## config.mk

```make
export PLATFORM = sky130hd
export DESIGN_NAME = region_mgr
export DESIGN_NICKNAME = d
export VERILOG_FILES = /design/src/rtl/region_mgr.sv
export SDC_FILE = /design/constraint.sdc
export NUM_CORES = 1
export LEC_CHECK = 0
export BUFFER_PORTS_ARGS = -buffer_cell sky130_fd_sc_hd__clkbuf_2
export CAP_MARGIN = 20
export CELL_PAD_IN_SITES_DETAIL_PLACEMENT = 0
export CELL_PAD_IN_SITES_GLOBAL_PLACEMENT = 1
export CORE_AREA = 2 2 39 41
export DETAILED_ROUTE_END_ITERATION = 8
export DIE_AREA = 0 0 41 43
export PLACE_DENSITY_LB_ADDON = 0.1
export SYNTH_ARGS = -nofsm -noshare
export SYNTH_HDL_FRONTEND = slang
export SYNTH_SLANG_ARGS = --single-unit
```

## constraint.sdc

```tcl
create_clock -name clk -period 1.9 [get_ports clk]
set_input_delay 0.095 -clock clk [delete_from_list [all_inputs] [get_ports clk]]
set_output_delay 0.095 -clock clk [all_outputs]
set_load 0.01 [all_outputs]
```

## src/rtl/region_mgr.sv

```systemverilog
module region_mgr #(
  parameter int N_LEAF     = 3,
  parameter int N_EVT      = 1,
  parameter int DEF_LEAF   = 0,
  parameter bit SHARED_EVT = 1
) (
  input  logic              clk,
  input  logic              rst,
  input  logic              entry_i,
  input  logic              hist_mode_i,
  input  logic              exit_i,
  input  logic [N_EVT-1:0]  evt_i,
  output logic [N_LEAF-1:0] leaf_o,
  output logic              active_o
);

  localparam logic [N_LEAF-1:0] DEF_VEC = N_LEAF'(1) << DEF_LEAF;

  logic [N_LEAF-1:0] leaf, hist, fire, stepped;
  logic              en, hist_ok;

  genvar k;
  generate
    for (k = 0; k < N_LEAF; k++) begin : g_arc
      localparam logic [N_EVT-1:0] MASK = SHARED_EVT ? N_EVT'(1) : (N_EVT'(1) << (k % N_EVT));
      if (k < N_LEAF - 1) begin : g_out
        assign fire[k] = en & leaf[k] & (|(evt_i & MASK));
      end else begin : g_last
        assign fire[k] = 1'b0;
      end
      if (k == 0) begin : g_first
        assign stepped[k] = leaf[k] & ~fire[k];
      end else begin : g_mid
        assign stepped[k] = (leaf[k] & ~fire[k]) | fire[k-1];
      end
    end
  endgenerate

  always_ff @(posedge clk) begin
    if (rst) begin
      leaf    <= '0;
      hist    <= '0;
      hist_ok <= 1'b0;
      en      <= 1'b0;
    end else if (exit_i) begin
      if (en) begin
        hist    <= leaf;
        hist_ok <= 1'b1;
      end
      leaf <= '0;
      en   <= 1'b0;
    end else if (entry_i && !en) begin
      en   <= 1'b1;
      leaf <= (hist_mode_i && hist_ok) ? hist : DEF_VEC;
    end else if (en) begin
      leaf <= stepped;
    end
  end

  assign leaf_o   = leaf;
  assign active_o = en;

  p_onehot_active_r10: assert property (@(posedge clk) disable iff (rst)
    active_o |-> $countones(leaf_o) == 1);
  p_idle_clear_r10: assert property (@(posedge clk) disable iff (rst)
    !active_o |-> leaf_o == '0);
  p_exit_clears_r7: assert property (@(posedge clk) disable iff (rst)
    exit_i |=> (!active_o && leaf_o == '0));
  p_default_entry_r2: assert property (@(posedge clk) disable iff (rst)
    (entry_i && !exit_i && !active_o && !hist_mode_i) |=> leaf_o == DEF_VEC);
  p_history_entry_r3: assert property (@(posedge clk) disable iff (rst)
    (entry_i && !exit_i && !active_o && hist_mode_i && hist_ok) |=> leaf_o == $past(hist));
  p_no_event_hold_r5: assert property (@(posedge clk) disable iff (rst)
    (active_o && !exit_i && evt_i == '0) |=> $stable(leaf_o));

endmodule

```

After elaboration in Yosys (flattened, before gate mapping)
Cells that the tools add are included.

Logic and storage cells: 23. Register bits after elaboration: 8. Bits of input ports: 6. Output and inout bits: 4.

Reduce and logical (&&, ||, !) cells: 6. Bitwise operators: 10. Muxes and demuxes: 3.

Operators with widths (count): two-way mux 3 bit (3); bitwise AND 1 bit (6); logical AND 1 bit (2); NOT 1 bit (2); OR 1 bit (2); AND reduction 2 bit (1); nonzero test 2 bit (1); OR reduction 2 bit (1); zero test 1 bit (1).

Logic depth before layout (Yosys ltp)
Gate-level depths: netlist (run 1).

Depth after elaboration: 7. Depth in mapped cells: 4. Gate-level depth less buffers: 3.

Worst setup path after synthesis (run 1)
OpenSTA, ideal clock, no wires.

Kind: reg-to-reg. From: register en (netlist: active_o). To: register leaf[0] (netlist: leaf_o[0]). Required time: 1797 ps. Path slack: 718 ps. Cell stages (with the launch flop): 4. Clock period less this slack: 1182 ps. Setup time: 103 ps. Arrival: 1079 ps. Path buffers: 1. Cell sequence: dfxtp_1 > buf_4 > and4b_1 > a2111oi_2.

Word-level cells in the longest chain between the ends: 6. Elaborated cells between the ends (all ways): 9. Those cells by class: mux: 2; bitwise: 4; reduce/logical: 3.

Ends and longest elaborated chain: start, declared (line 20) `logic en, hist_ok;`; start signal, assigned (line 44) `en <= 1'b0;`; start signal, assigned (line 51) `en <= 1'b0;`; start signal, assigned (line 53) `en <= 1'b1;`; bitwise AND 1 bit (2 in a row) (line 27) `assign fire[k] = en & leaf[k] & (|(evt_i & MASK));`; NOT 1 bit (line 32) `assign stepped[k] = leaf[k] & ~fire[k];`; bitwise AND 1 bit (line 32); two-way mux 3 bit (line 55) `end else if (en) begin`; two-way mux 3 bit (line 52) `end else if (entry_i && !en) begin`; end signal, assigned (line 54) `leaf <= (hist_mode_i && hist_ok) ? hist : DEF_VEC;`; end signal, assigned (line 56) `leaf <= stepped;`; end, declared (line 19) `logic [N_LEAF-1:0] leaf, hist, fire, stepped;`.

Parallel ways exist; a longest one is shown, timed or not. The select of a mux whose other input is x is not followed. A chain may end at the register's enable or synchronous reset.

Final worst setup path (run 1)
Ends and elaborated chain as after synthesis.

==> impl_metrics.yaml, run 1 <==
yosys:
  syn_area_per_cell_um2: 8.72
  synthCells: 37
  synth_flop_cell: "dfxtp_1"
  synth_common_cells: "dfxtp_1, nand2_1, nand3_1"
  synth_top_area_share_pct: 49.6
  ys_top_cells_by_area: "dfxtp_1, nand3_1, nand2_1"
  synth_most_common_cell: "dfxtp_1"
  yosysWarnings: 0
  synth-edff-count: 0
  ys_ff_latch: 8
  syn-cell-area_um2: 323
  syn-num-nets: 43
  ys_seq_area_share_pct: 49.6
  synth_fa_ha_area_share_pct: 0
  synth_top_area_cell: "dfxtp_1"
  synth_compound_area_share_pct: 19.0
  synth_mux_area_share_pct: 0
  synth_cell_types: 15
  ys_async_sr_fraction_pct: 0
  synth-simple-area-share_pct: 27.9
  synth_top_family_by_area: "simple AND/OR/NAND/NOR gates"
  synth_xor_xnor_area_share_pct: 0
placed_design:
  numPortBuffers: 9
  gp_congestion: 0.741
  dp_hpwl_um: 597
  dp_cells: 61
  placed_area_um2: 380
sta:
  relSlewSlack_pct: 73.9
  max_freq_ghz: 0.791
  finalCritPeriodShare_pct: 66.5
  finalSetupViolCount: 0
  drv_slew: 0
  whs_ns: 0.0718
  grt_setup_unrepaired: "no"
  min_period_ns: 1.26
  worstMarginPinSlew_ns: 0.390
  hold_viol: 0
  clock_skew_ns: 0.00122
  setup-tns-final_ns: 0
clocking:
  clock_sinks: 8
  clockBufferDepth: 2
  cts_buffers: 3
  cts_resized: 0
  cts_setup_buffers: 0
  clk_latency_ns: 0.24
  cts_root_buf: "clkbuf_4"
  hold_buffers: 0
  htree_levels: 1
  cts_tree: "done"
  cts.clk_slew.worst_paths_ns: 0.05
layout:
  drive_above_1_share_pct: 27.1
  design_area_um2: 403
  instances_no_fill: 64
  num-fill-cells: 158
  nets: 56
  area_growth_pct: 24.8
  diodes: 0
  fin_util_pct: 29.1
grt:
  grt-ovfl-total: 0
  grt_pass1_wl_mm: 1.21
  grt_util_all_layers_pct: 10.7
  grt_pass1_vias: 284
  antenna_found_initial: 0
  grt_max_degree: 13
floorplanning:
  core_area_um2: 1380
  start_util_pct: 23.3
  fp.dieArea_um2: 1760
  fp.dieH_um: 43
  pin_count: 10
  num_rows: 14
  die_x_um: 41
route:
  ant_nets: 0
  wl_per_cell_um: 11.3
  vias: 305
  route.detailed.drc: 0
  dr.pass1.iters: 2
  detail_route.vias_per_cell: 4.77
  drt_iter0_drc: 5
  drt_wl_total_um: 725
power_and_ir_drop:
  peakVddDrop_v: 0.000302
  p_int_w: 0.000253
  p_clk_share_pct: 38.9
  pwr-share-comb_pct: 7.3
  p_sw_w: 0.0000727
  powerDensity_nw_per_um2: 809
  swShare_pct: 22.3
  p_leak_nw: 0.158
  power_frac_seq_pct: 53.8
status:
  status: "finished clean"
worst_setup_path:
  crit_type: "reg2reg"
  crit_path_end_kind: "flip-flop"
  cp_cell_sequence: "or2b_1 > a21boi_1 > a2111oi_2"
  critPathMaxStageDelay_ns: 0.41
  setup.worst_path.start_class: "flip-flop"
  crit_slowest_cell: "dfxtp_1"
  crit_fanout: 12
  worstPathRequired_ns: 2.04
  cp.arrival_ns: 1.41
worst_hold_path:
  hp-class: "in2reg"
run:
  max_cap_violations: 0
[cell usage in the layout (no fill, tap or decap), drive strengths merged, types with 2 or more instances in the layout]
master and count:
nor2 2, clkbuf 12, a21oi 4, dfxtp 8
nand3 6, nand4 2, nand2 6
[critical path, delay by kind of cell (launching register included)]
| family | cells | cell delay, ns |
|---|---|---|
| AO/OA/AOI/OAI | 2 | 0.46 |
| AND/OR/NAND/NOR | 1 | 0.29 |
| flip-flops | 1 | 0.41 |
[layout make-up]
cell class	instances	area (um^2)	area share [%]
Sequential cell	8	160	39.8
Inverter	1	3.75	0.932
Multi-Input combinational cell	27	151	37.6
Timing Repair Buffer	9	45.0	11.2
Tap cell	16	20.0	4.97
Clock buffer	3	22.5	5.59
[final timing paths]
path	cells after the start	to	startpoint	slack, ns
min	2	active_o	entry_i	0.07
max	3	leaf_o[0]	active_o	0.64
min reg2reg	2	hist[2]	hist[2]	0.46
max reg2reg	3	leaf_o[0]	active_o	0.64
[through the flow]
step / total power, W / setup slack (ns)
finish: 0.000326 / 0.636
global route: 0.000351 / 0.563
CTS: 0.000333 / 0.624
detailed placement: 0.000203 / 0.637
global placement: 0.000203 / 0.686
floorplan: 0.000190 / 0.718
[cell families after synthesis]
kind of cell | count (synthesis)
AOI/OAI and AO/OA | 9
buffers and inverters | 2
and+or+nand+nor | 18
DFF | 8
[power by group through the flow]
stage / Combinational [W] / Sequential, W / Clock, W
6_report: 0.0000236 / 0.000175 / 0.000127
5_1_grt: 0.0000265 / 0.000176 / 0.000149
4_1_cts: 0.0000241 / 0.000175 / 0.000133
3_5_place_dp: 0.0000242 / 0.000179 / 0
3_3_place_gp: 0.0000238 / 0.000179 / 0
2_1_floorplan: 0.0000127 / 0.000178 / 0
[per-layer routing]
layer  vias to the layer above  routed length [um]  global-route usage (%)
li1                        156                   -                       -
met5                         -                   0                       0
met3                         0                  36                    6.28
met1                       142                 358                    14.6
met2                         7                 330                    13.4
met4                         0                   0                    4.00
[flip-flops by register name, indices dropped and copies added (netlist names)]
register  flops
hist_ok       1
active_o      1
leaf_o        3
hist          3
Note: power is estimated with default switching activity, not from simulation.
==> run 2, diff against run 1 <==
==> constraint.sdc (replaced) <==
create_clock -name clk -period 1.1 [get_ports clk]
set_input_delay 0.055 -clock clk [delete_from_list [all_inputs] [get_ports clk]]
set_output_delay 0.055 -clock clk [all_outputs]
set_load 0.01 [all_outputs]
==> run 2 against run 1 <==
Die area is the same. Cell count increased by 6.3%. Non-clock buffer count grew 4. Critical path type unchanged. Via count rose by 0.66%. Largest power group unchanged. Highest routed layer unchanged. Critical endpoint unchanged. Clock-buffer cell count unchanged. Utilization increased by 2.3 points. Critical path depth shrank 1.
==> impl_metrics.yaml, run 2 (same netlist as run 1, synthesis figures left out) <==
status:
  status: "finished clean"
layout:
  fin_util_pct: 31.4
  nets: 60
  instances_no_fill: 68
  num-fill-cells: 162
  final_cell_mix: "clkbuf_2, dfxtp_1, nand3_1, nand2_1"
  diodes: 0
  drive_above_1_share_pct: 34.6
  final_common_cell: "clkbuf_2"
  area_growth_pct: 34.5
worst_setup_path:
  cp_cell_sequence: "and4b_1 > a2111oi_2"
  setup.worst_path.start_class: "flip-flop"
  crit_path_end_kind: "flip-flop"
  crit_fanout: 5
  cp.arrival_ns: 1.17
  r2r_slack_ns: 0.07
  crit_slowest_cell: "a2111oi_2"
  crit_type: "reg2reg"
  critPathMaxStageDelay_ns: 0.36
  worstPathRequired_ns: 1.24
route:
  route.detailed.drc: 0
  vias: 307
  wl_per_cell_um: 10.4
  detail_route.vias_per_cell: 4.51
  drt_wl_total_um: 704
  ant_nets: 0
  drt_iter0_drc: 5
  dr.pass1.iters: 2
sta:
  min_period_ns: 1.03
  setup-tns-final_ns: 0
  clock_skew_ns: 0.00376
  relSlewSlack_pct: 76.0
  finalCritPeriodShare_pct: 93.6
  drv_slew: 0
  worstMarginPinSlew_ns: 0.359
  grt_setup_unrepaired: "no"
  finalSetupViolCount: 0
  max_freq_ghz: 0.972
  hold_viol: 0
clocking:
  clock_sinks: 8
  cts_buffers: 3
  htree_levels: 1
  clockBufferDepth: 2
  cts_root_buf: "clkbuf_4"
  cts_resized: 0
  cts_tree: "done"
  clk_latency_ns: 0.25
  cts.clk_slew.worst_paths_ns: 0.05
floorplanning:
  fp.dieH_um: 43
  die_x_um: 41
  pin_count: 10
  num_rows: 14
  core_area_um2: 1380
  fp.dieArea_um2: 1760
  start_util_pct: 23.3
placed_design:
  gp_congestion: 0.700
  dp_hpwl_um: 567
  numPortBuffers: 9
  dp_cells: 65
power_and_ir_drop:
  powerDensity_nw_per_um2: 1310
  p_leak_nw: 0.179
  peakVddDrop_v: 0.000612
grt:
  grt_util_all_layers_pct: 10.4
  grt_pass1_wl_mm: 1.19
  grt_max_degree: 8
  grt-ovfl-total: 0
  grt_pass1_vias: 291
  antenna_found_initial: 0
run:
  max_cap_violations: 0
worst_hold_path:
  hp-class: "in2reg"
-- run 2: cell types whose count changed in the layout (fill, tap and decap cells not counted) --
| cell | change |
|---|---|
| buf_4 | +4 |
| dfxtp_1 | -1 |
| dfxtp_2 | +1 |
-- run 2: cell type report --
type                    instances  area (um^2)  area share, %
multi-input cells              27          151           34.9
clock buffers                   3         22.5           5.19
repair buffers                 13         75.1           17.3
well taps                      16         20.0           4.61
inverters                       1         3.75          0.865
flip-flops and latches          8          161           37.2
-- run 2: report_power, final --
group,total [W],switching (W),internal [W]
combinational,0.0000524,0.0000276,0.0000248
clock,0.000217,0.0000930,0.000124
sequential,0.000301,0.00000493,0.000296
total,0.000571,0.000126,0.000445
-- run 2: critical path, delay by kind of cell, from the launching register on --
| family | cells | cell delay [ns] |
|---|---|---|
| AND/OR/NAND/NOR | 1 | 0.22 |
| AO/OA/AOI/OAI | 1 | 0.36 |
| flip-flops | 1 | 0.35 |
-- run 2: what timing repair did --
| action | 4_1_cts | 5_1_grt |
|---|---|---|
| hold buffers | 0 | 0 |
| pin swaps | 1 | 1 |
| endpoints found under the setup margin | 1 | 1 |
| buffers inserted | 0 | 1 |
| cloned | 0 | 0 |
-- run 2: worst paths after layout --
| check | start | endpoint | cells after the start |
|---|---|---|---|
| worst min register to register | hist[0] | hist[0] | 2 |
| worst min-delay path | entry_i | active_o | 2 |
| worst max register to register | active_o | leaf_o[0] | 2 |
| worst max-delay path | active_o | leaf_o[0] | 2 |
-- run 2: metal layers --
layer	global-route usage, %	part of all wire, %
met1	12.6	45
met5	0	0
met4	2.00	0
met2	13.4	45
met3	9.42	9.4
-- run 2: per-stage QoR --
step	power [W]	hold WS, ns	worst slack [ns]	cell area, um^2
4_1_cts	0.000587	0.0205	0.0187	434
6_report	0.000571	0.0252	0.0708	434
2_1_floorplan	0.000330	0.124	0.000441	328
3_3_place_gp	0.000361	0.280	0.0487	412
3_5_place_dp	0.000362	0.285	0.000821	412
5_1_grt	0.000611	0.0322	0.0278	434
